===== config.mk =====
export PLATFORM = sky130hd
export DESIGN_NAME = i2cm_regfront
export DESIGN_NICKNAME = d
export VERILOG_FILES = /design/src/rtl/i2cm_pkg.sv /design/src/rtl/i2cm_fifo.sv /design/src/rtl/i2cm_flags.sv /design/src/rtl/i2cm_regfront.sv
export SDC_FILE = /design/constraint.sdc
export NUM_CORES = 1
export LEC_CHECK = 0
export BUFFER_PORTS_ARGS = -buffer_cell sky130_fd_sc_hd__buf_2
export CAP_MARGIN = 15
export CORE_ASPECT_RATIO = 1.25
export CORE_MARGIN = 4
export CORE_UTILIZATION = 35
export DETAILED_ROUTE_END_ITERATION = 6
export GPL_TIMING_DRIVEN = 1
export PLACE_DENSITY = 0.58
export SYNTH_ARGS = -nofsm -noshare
export SYNTH_HDL_FRONTEND = slang
export SYNTH_SLANG_ARGS = --single-unit

===== constraint.sdc =====
create_clock -name clk -period 4.2 [get_ports clk]
set_clock_uncertainty 0.05 [all_clocks]
set_input_delay 0.21 -clock clk [delete_from_list [all_inputs] [get_ports clk]]
set_output_delay 0.21 -clock clk [all_outputs]
set_load 0.02 [all_outputs]

===== src/rtl/i2cm_pkg.sv =====
package i2cm_pkg;

    localparam int REG_AW = 6;

    localparam logic [REG_AW-1:0] OFS_CTRL  = 6'h00;
    localparam logic [REG_AW-1:0] OFS_SADDR = 6'h04;
    localparam logic [REG_AW-1:0] OFS_COUNT = 6'h08;
    localparam logic [REG_AW-1:0] OFS_RXD   = 6'h0C;
    localparam logic [REG_AW-1:0] OFS_TXD   = 6'h10;
    localparam logic [REG_AW-1:0] OFS_STAT  = 6'h14;
    localparam logic [REG_AW-1:0] OFS_DIVLO = 6'h20;
    localparam logic [REG_AW-1:0] OFS_DIVHI = 6'h24;
    localparam logic [REG_AW-1:0] OFS_HOLD  = 6'h28;
    localparam logic [REG_AW-1:0] OFS_FLUSH = 6'h2C;

    // status bit positions
    localparam int ST_BUSY  = 0;
    localparam int ST_NACK  = 1;
    localparam int ST_PEND  = 2;
    localparam int ST_TXEMP = 3;
    localparam int ST_RXFUL = 4;
    localparam int ST_SCL   = 20;
    localparam int ST_SDA   = 21;

    typedef struct packed {
        logic       no_stop;   // bit 20
        logic [3:0] af_lvl;    // bits 19:16
        logic [3:0] ae_lvl;    // bits 15:12
        logic       full_ie;   // bit 10
        logic       empty_ie;  // bit 9
        logic       dir_rd;    // bit 3
        logic       en;        // bit 2
        logic       gie;       // bit 1
        logic       start;     // bit 0
    } ctrl_t;

    typedef struct packed {
        logic busy;
        logic nack;
        logic pend;
    } flags_t;

    function automatic ctrl_t ctrl_from_word(input logic [31:0] w);
        ctrl_t c;
        c.no_stop  = w[20];
        c.af_lvl   = w[19:16];
        c.ae_lvl   = w[15:12];
        c.full_ie  = w[10];
        c.empty_ie = w[9];
        c.dir_rd   = w[3];
        c.en       = w[2];
        c.gie      = w[1];
        c.start    = w[0];
        return c;
    endfunction

    function automatic logic [31:0] ctrl_to_word(input ctrl_t c);
        logic [31:0] w;
        w        = '0;
        w[20]    = c.no_stop;
        w[19:16] = c.af_lvl;
        w[15:12] = c.ae_lvl;
        w[10]    = c.full_ie;
        w[9]     = c.empty_ie;
        w[3]     = c.dir_rd;
        w[2]     = c.en;
        w[1]     = c.gie;
        w[0]     = c.start;
        return w;
    endfunction

endpackage


===== src/rtl/i2cm_fifo.sv =====
module i2cm_fifo #(
    parameter int DEPTH = 16,
    parameter int W     = 8,
    localparam int PW   = (DEPTH > 1) ? $clog2(DEPTH) : 1,
    localparam int CW   = $clog2(DEPTH + 1)
) (
    input  logic          clk,
    input  logic          rst,
    input  logic          flush,
    input  logic          push,
    input  logic [W-1:0]  din,
    input  logic          pop,
    output logic [W-1:0]  dout,
    output logic [CW-1:0] level,
    output logic          empty,
    output logic          full
);
    logic [W-1:0]  mem [DEPTH];
    logic [PW-1:0] wr_ptr, rd_ptr;
    logic          do_push, do_pop;

    assign empty   = (level == '0);
    assign full    = (level == CW'(DEPTH));
    assign do_push = push && !full && !flush;
    assign do_pop  = pop && !empty && !flush;
    assign dout    = mem[rd_ptr];

    function automatic logic [PW-1:0] bump(input logic [PW-1:0] p);
        return (p == PW'(DEPTH - 1)) ? '0 : p + 1'b1;
    endfunction

    always_ff @(posedge clk) begin
        if (rst || flush) begin
            wr_ptr <= '0;
            rd_ptr <= '0;
            level  <= '0;
        end else begin
            if (do_push) wr_ptr <= bump(wr_ptr);
            if (do_pop)  rd_ptr <= bump(rd_ptr);
            case ({do_push, do_pop})
                2'b10:   level <= level + 1'b1;
                2'b01:   level <= level - 1'b1;
                default: level <= level;
            endcase
        end
    end

    always_ff @(posedge clk) begin
        if (do_push) mem[wr_ptr] <= din;
    end

endmodule


===== src/rtl/i2cm_flags.sv =====
module i2cm_flags
    import i2cm_pkg::*;
(
    input  logic   clk,
    input  logic   rst,
    input  logic   start_evt,
    input  logic   done,
    input  logic   nack_in,
    input  logic   thr_hit,
    input  logic   stat_wr,
    input  logic   keep_nack,
    input  logic   keep_pend,
    output flags_t flags
);
    flags_t nxt;

    always_comb begin
        nxt = flags;
        if (start_evt)     nxt.busy = 1'b1;
        else if (done)     nxt.busy = 1'b0;

        if (done && nack_in)            nxt.nack = 1'b1;
        else if (stat_wr && !keep_nack) nxt.nack = 1'b0;

        if (done || thr_hit)            nxt.pend = 1'b1;
        else if (stat_wr && !keep_pend) nxt.pend = 1'b0;
    end

    always_ff @(posedge clk) begin
        if (rst) flags <= '0;
        else     flags <= nxt;
    end

endmodule


===== src/rtl/i2cm_regfront.sv =====
module i2cm_regfront
    import i2cm_pkg::*;
#(
    parameter int DEPTH = 16,
    parameter int CNT_W = 16,
    localparam int CW   = $clog2(DEPTH + 1)
) (
    input  logic              clk,
    input  logic              rst,
    input  logic [REG_AW-1:0] reg_addr,
    input  logic              reg_wr,
    input  logic              reg_rd,
    input  logic [31:0]       reg_wdata,
    output logic [31:0]       reg_rdata,
    output logic              irq,
    output logic              eng_go,
    output logic              eng_read,
    output logic              eng_stop,
    output logic [6:0]        eng_addr,
    output logic [CNT_W-1:0]  eng_count,
    output logic              eng_tx_avail,
    output logic [7:0]        eng_tx_byte,
    input  logic              eng_tx_req,
    input  logic              eng_rx_valid,
    input  logic [7:0]        eng_rx_byte,
    input  logic              eng_done,
    input  logic              eng_nack,
    input  logic              scl_in,
    input  logic              sda_in,
    output logic [31:0]       div_lo,
    output logic [31:0]       div_hi,
    output logic [31:0]       hold_cnt
);
    ctrl_t            ctrl;
    logic [6:0]       taddr;
    logic [CNT_W-1:0] count;
    flags_t           flg;

    logic wr_ctrl, wr_stat, wr_txd, wr_flush, rd_rxd;
    logic start_evt, thr_hit;

    logic [7:0]    rx_dout;
    logic [CW-1:0] tx_cnt, rx_cnt;
    logic          tx_empty, tx_full, rx_empty, rx_full;

    assign wr_ctrl  = reg_wr && (reg_addr == OFS_CTRL);
    assign wr_stat  = reg_wr && (reg_addr == OFS_STAT);
    assign wr_txd   = reg_wr && (reg_addr == OFS_TXD);
    assign wr_flush = reg_wr && (reg_addr == OFS_FLUSH) && reg_wdata[0];
    assign rd_rxd   = reg_rd && (reg_addr == OFS_RXD);

    // a new transfer begins on a 0->1 start write with the enable bit on
    assign start_evt = wr_ctrl && reg_wdata[0] && reg_wdata[2] && !ctrl.start;

    always_ff @(posedge clk) begin
        if (rst) begin
            ctrl     <= '0;
            taddr    <= '0;
            count    <= '0;
            div_lo   <= '0;
            div_hi   <= '0;
            hold_cnt <= '0;
        end else if (reg_wr) begin
            case (reg_addr)
                OFS_CTRL:  ctrl     <= ctrl_from_word(reg_wdata);
                OFS_SADDR: taddr    <= reg_wdata[7:1];
                OFS_COUNT: count    <= reg_wdata[CNT_W-1:0];
                OFS_DIVLO: div_lo   <= reg_wdata;
                OFS_DIVHI: div_hi   <= reg_wdata;
                OFS_HOLD:  hold_cnt <= reg_wdata;
                default:   ;
            endcase
        end
    end

    i2cm_fifo #(.DEPTH(DEPTH), .W(8)) u_txq (
        .clk   (clk),
        .rst   (rst),
        .flush (wr_flush),
        .push  (wr_txd),
        .din   (reg_wdata[7:0]),
        .pop   (eng_tx_req),
        .dout  (eng_tx_byte),
        .level (tx_cnt),
        .empty (tx_empty),
        .full  (tx_full)
    );

    i2cm_fifo #(.DEPTH(DEPTH), .W(8)) u_rxq (
        .clk   (clk),
        .rst   (rst),
        .flush (wr_flush),
        .push  (eng_rx_valid),
        .din   (eng_rx_byte),
        .pop   (rd_rxd),
        .dout  (rx_dout),
        .level (rx_cnt),
        .empty (rx_empty),
        .full  (rx_full)
    );

    assign thr_hit = (ctrl.empty_ie && (tx_cnt <= CW'(ctrl.ae_lvl))) ||
                     (ctrl.full_ie  && (rx_cnt >= CW'(ctrl.af_lvl)));

    i2cm_flags u_flags (
        .clk       (clk),
        .rst       (rst),
        .start_evt (start_evt),
        .done      (eng_done),
        .nack_in   (eng_nack),
        .thr_hit   (thr_hit),
        .stat_wr   (wr_stat),
        .keep_nack (reg_wdata[ST_NACK]),
        .keep_pend (reg_wdata[ST_PEND]),
        .flags     (flg)
    );

    assign irq          = flg.pend && ctrl.gie;
    assign eng_go       = flg.busy;
    assign eng_read     = ctrl.dir_rd;
    assign eng_stop     = !ctrl.no_stop;
    assign eng_addr     = taddr;
    assign eng_count    = count;
    assign eng_tx_avail = !tx_empty;

    always_comb begin
        reg_rdata = '0;
        case (reg_addr)
            OFS_CTRL:  reg_rdata = ctrl_to_word(ctrl);
            OFS_SADDR: reg_rdata[7:1] = taddr;
            OFS_COUNT: reg_rdata[CNT_W-1:0] = count;
            OFS_RXD:   reg_rdata[7:0] = rx_empty ? 8'h00 : rx_dout;
            OFS_STAT: begin
                reg_rdata[ST_BUSY]  = flg.busy;
                reg_rdata[ST_NACK]  = flg.nack;
                reg_rdata[ST_PEND]  = flg.pend;
                reg_rdata[ST_TXEMP] = tx_empty;
                reg_rdata[ST_RXFUL] = rx_full;
                reg_rdata[ST_SCL]   = scl_in;
                reg_rdata[ST_SDA]   = sda_in;
            end
            OFS_DIVLO: reg_rdata = div_lo;
            OFS_DIVHI: reg_rdata = div_hi;
            OFS_HOLD:  reg_rdata = hold_cnt;
            default:   reg_rdata = '0;
        endcase
    end

endmodule


==> impl_metrics.json <==
{
  "synth_top_area_frac": 0.433,
  "cp_num_buf_inv": 1,
  "critPathMaxFanout": 9,
  "die_w_um": 209,
  "drive_above_1_share": 0.238,
  "stdcell_area_um2": 21400,
  "reg2reg_from": "u_txq.level[1]",
  "drcViolationCount": 0,
  "dieHeight_um": 260,
  "r2r_cells": 12,
  "rows": 92,
  "ys_types": 62,
  "drt-pass1-iter-count": 5,
  "vias_per_cell": 5.26,
  "cellLeakagePower_nw": 7.56,
  "overflow": 0,
  "min_path_type": "primary input to flip-flop",
  "hold_start": "reg_wdata[1]",
  "synth_top_area_cell": "edfxtp_1",
  "die-area_um2": 54400,
  "antenna_found_initial": 3,
  "clockBufferDepth": 3,
  "yosys.area_share.adder": 0.0183,
  "ys_warn_count": 0,
  "avgSynthCellArea_um2": 12.2,
  "synth_xor_area_frac": 0.00493,
  "place_area_um2": 19600,
  "cts_buffers": 44,
  "cts_root_buf": "clkbuf_16",
  "synth_top_family_by_area": "multiplexers",
  "synth_cells": 1459,
  "synth_nets": 1541,
  "synthTopCellsByArea": "edfxtp_1 43%, dfxtp_1 19%, mux4_2 9.1%",
  "end_kind": "flip-flop",
  "rsz0062_at_grt": "false",
  "num_vias": 12600,
  "fin_cells": 2391,
  "grt_pass1_vias": 12200,
  "syn2layout_area_growth_pct": 20.4,
  "numPortBuffers": 219,
  "min_period_ns": 3.37,
  "final_max_slew_viol_count": 0,
  "cts.clk_slew.worst_paths_ns": 0.06,
  "finalSetupViolCount": 0,
  "ys_seq_area_frac": 0.626,
  "clk_latency_ns": 0.57,
  "final_antenna_net_count": 0,
  "dp_hpwl_um": 33700,
  "path_delay_family": "simple AND/OR/NAND/NOR gates",
  "regToRegSetupSlack_ns": 0.83,
  "async_flop_share": 0,
  "pwr_density_cell_nw_per_um2": 402,
  "ir_drop_mv": 0.330,
  "tns_ns": 0,
  "fp.coreArea_um2": 50300,
  "hold_viol": 0,
  "synth.cells.most_frequent": "290 x nand2_1, 256 x edfxtp_1, 184 x a21oi_1, 171 x dfxtp_1, 86 x nor2_1",
  "grt_pass1_wl_um": 75200,
  "synth-seq-cells": 427,
  "ios": 220,
  "synth_edf_count": 256,
  "yosysMostFrequentCell": "nand2_1",
  "timing.max_cap.violations": 0,
  "nets": 1783,
  "syn_area_um2": 17800,
  "critPathArrivalTime_ns": 3.80,
  "wl_um": 50100,
  "min_path_cells": 3,
  "cts_setup_buffers": 0,
  "max_freq_mhz": 297,
  "critPathRequiredTime_ns": 4.64,
  "slowest_stage": "nor4_1",
  "relSlewSlack": 0.317,
  "period_share": 0.802,
  "cts_max_level": 2,
  "rr_endpoint": "u_txq.level[4]",
  "synth-simple-area-share": 0.112,
  "place_inst": 2278,
  "antenna_cells": 0,
  "grt.total_usage": 0.177,
  "start_kind": "flip-flop",
  "path_cells": "nor4_1 > nand2b_1 > nand3_1 > inv_1 > ha_1 > xor2_1 > ha_1 > a211o_1 > a21oi_1 > a211oi_1 > or3_1 > a21oi_1",
  "hold_end": "ctrl[1]",
  "total_power_mw": 8.60,
  "clock-sinks": 427,
  "outcome": "finished clean",
  "synth-compound-area-share": 0.0866,
  "synthMuxAreaShare": 0.124,
  "first_iter_violations": 1022,
  "wire_per_inst_um": 20.9,
  "synthFlopType": "edfxtp_1",
  "initial_core_util": 0.353,
  "cpPeakStageDelay_ns": 0.61,
  "gp_congestion": 0.878,
  "cts_tree": "yes",
  "grt_max_degree": 94,
  "worst_pin_slew_ns": 1.02,
  "critPathKind": "flip-flop to flip-flop"
}
-- layer usage --
metal / share of wire / up-vias / track usage
met5: 0.00036 / - / 0
met2: 0.48 / 463 / 0.290
met3: 0.069 / 115 / 0.0391
met1: 0.41 / 6209 / 0.233
met4: 0.038 / 4 / 0.0638
li1: - / 5795 / -
-- placed cells by master (no fill, tap or decap), types with 4 or more instances in the layout --
| cell type | count |
|---|---|
| mux2i_1 | 58 |
| and2_1 | 8 |
| clkbuf_8 | 7 |
| dlygate4sd3_1 | 35 |
| or4_1 | 4 |
| nand2_1 | 290 |
| buf_2 | 218 |
| ha_1 | 26 |
| buf_4 | 43 |
| a31oi_1 | 5 |
| or3_1 | 10 |
| nor4_1 | 10 |
| clkbuf_1 | 11 |
| a21oi_1 | 184 |
| nand2b_1 | 10 |
| nand3_1 | 14 |
| a22oi_1 | 10 |
| o21ai_0 | 26 |
| nor3_1 | 13 |
| xor2_1 | 9 |
| clkbuf_16 | 45 |
| clkbuf_2 | 4 |
| edfxtp_1 | 256 |
| nor2_1 | 85 |
| mux4_2 | 72 |
| and3_1 | 4 |
| inv_1 | 27 |
| dfxtp_1 | 168 |
-- state kept, by name, summed over array words and instances, names as in the netlist, named ones only --
name           flops
u_rxq.mem        128
u_txq.mem        128
div_hi            32
div_lo            32
hold_cnt          32
eng_count         16
ctrl              14
eng_addr           7
u_rxq.level        5
u_txq.level        5
u_rxq.rd_ptr       4
u_rxq.wr_ptr       4
u_txq.rd_ptr       4
u_txq.wr_ptr       4
u_flags.flags      3
eng_read           1
-- area by class of cell --
cell class | count | area (µm²)
fill | 4662 | 28900
sequential | 427 | 11100
multi-input combinational | 904 | 6160
timing repair buffer | 296 | 1760
clock buffer | 67 | 1280
tap | 658 | 823
clock inverter | 11 | 123
inverter | 28 | 105
-- per-stage QoR --
stage               worst slack, ns  utilization  hold slack (ns)
floorplan                     0.858            -            0.259
global placement              0.825        0.390            0.402
detailed placement            0.791        0.390            0.410
CTS                           0.756        0.425           0.0224
global route                  0.514        0.425           0.0557
finish                        0.833        0.425           0.0578
-- power by group --
part / total (mW) / switching [mW] / internal, mW / leakage, nW
clock: 3.82 / 1.58 / 2.23 / 0.690
sequential: 4.47 / 0.0168 / 4.46 / 3.69
combinational: 0.306 / 0.205 / 0.101 / 3.18
-- worst reg2reg max path: cells and delay by family (launching register included) --
kind            cells  cell delay [ns]
compound gates      4             0.61
simple gates        4             1.35
buf+inv             1             0.12
xor+xnor            1             0.19
flops               1             0.40
fa+ha+maj           2             0.55
-- timing repair --
item	in CTS	in global routing
endpoints found under the hold margin	222	0
gates resized for setup	0	0
setup endpoints to repair	0	0
hold buffers	35	0
-- logic make-up after synthesis --
family,Yosys count
compound gates,270
xor+xnor,10
fa+ha+maj,26
buf+inv,128
flops,427
mux,130
simple gates,468
-- how the worst max path moves through the flow --
stage / start / endpoint / slack (ns) / cells after the start
floorplan: u_txq.level[1] / u_txq.level[4] / 0.86 / 14
global placement: reg_wr / u_txq.level[4] / 0.82 / 12
detailed placement: reg_wr / u_txq.level[4] / 0.79 / 12
CTS: flip-flop / reg_rdata[2] / 0.76 / 6
global route: u_txq.level[1] / u_txq.level[4] / 0.51 / 12
finish: u_txq.level[1] / u_txq.level[4] / 0.83 / 12
Note: power is estimated with default switching activity, not from simulation.
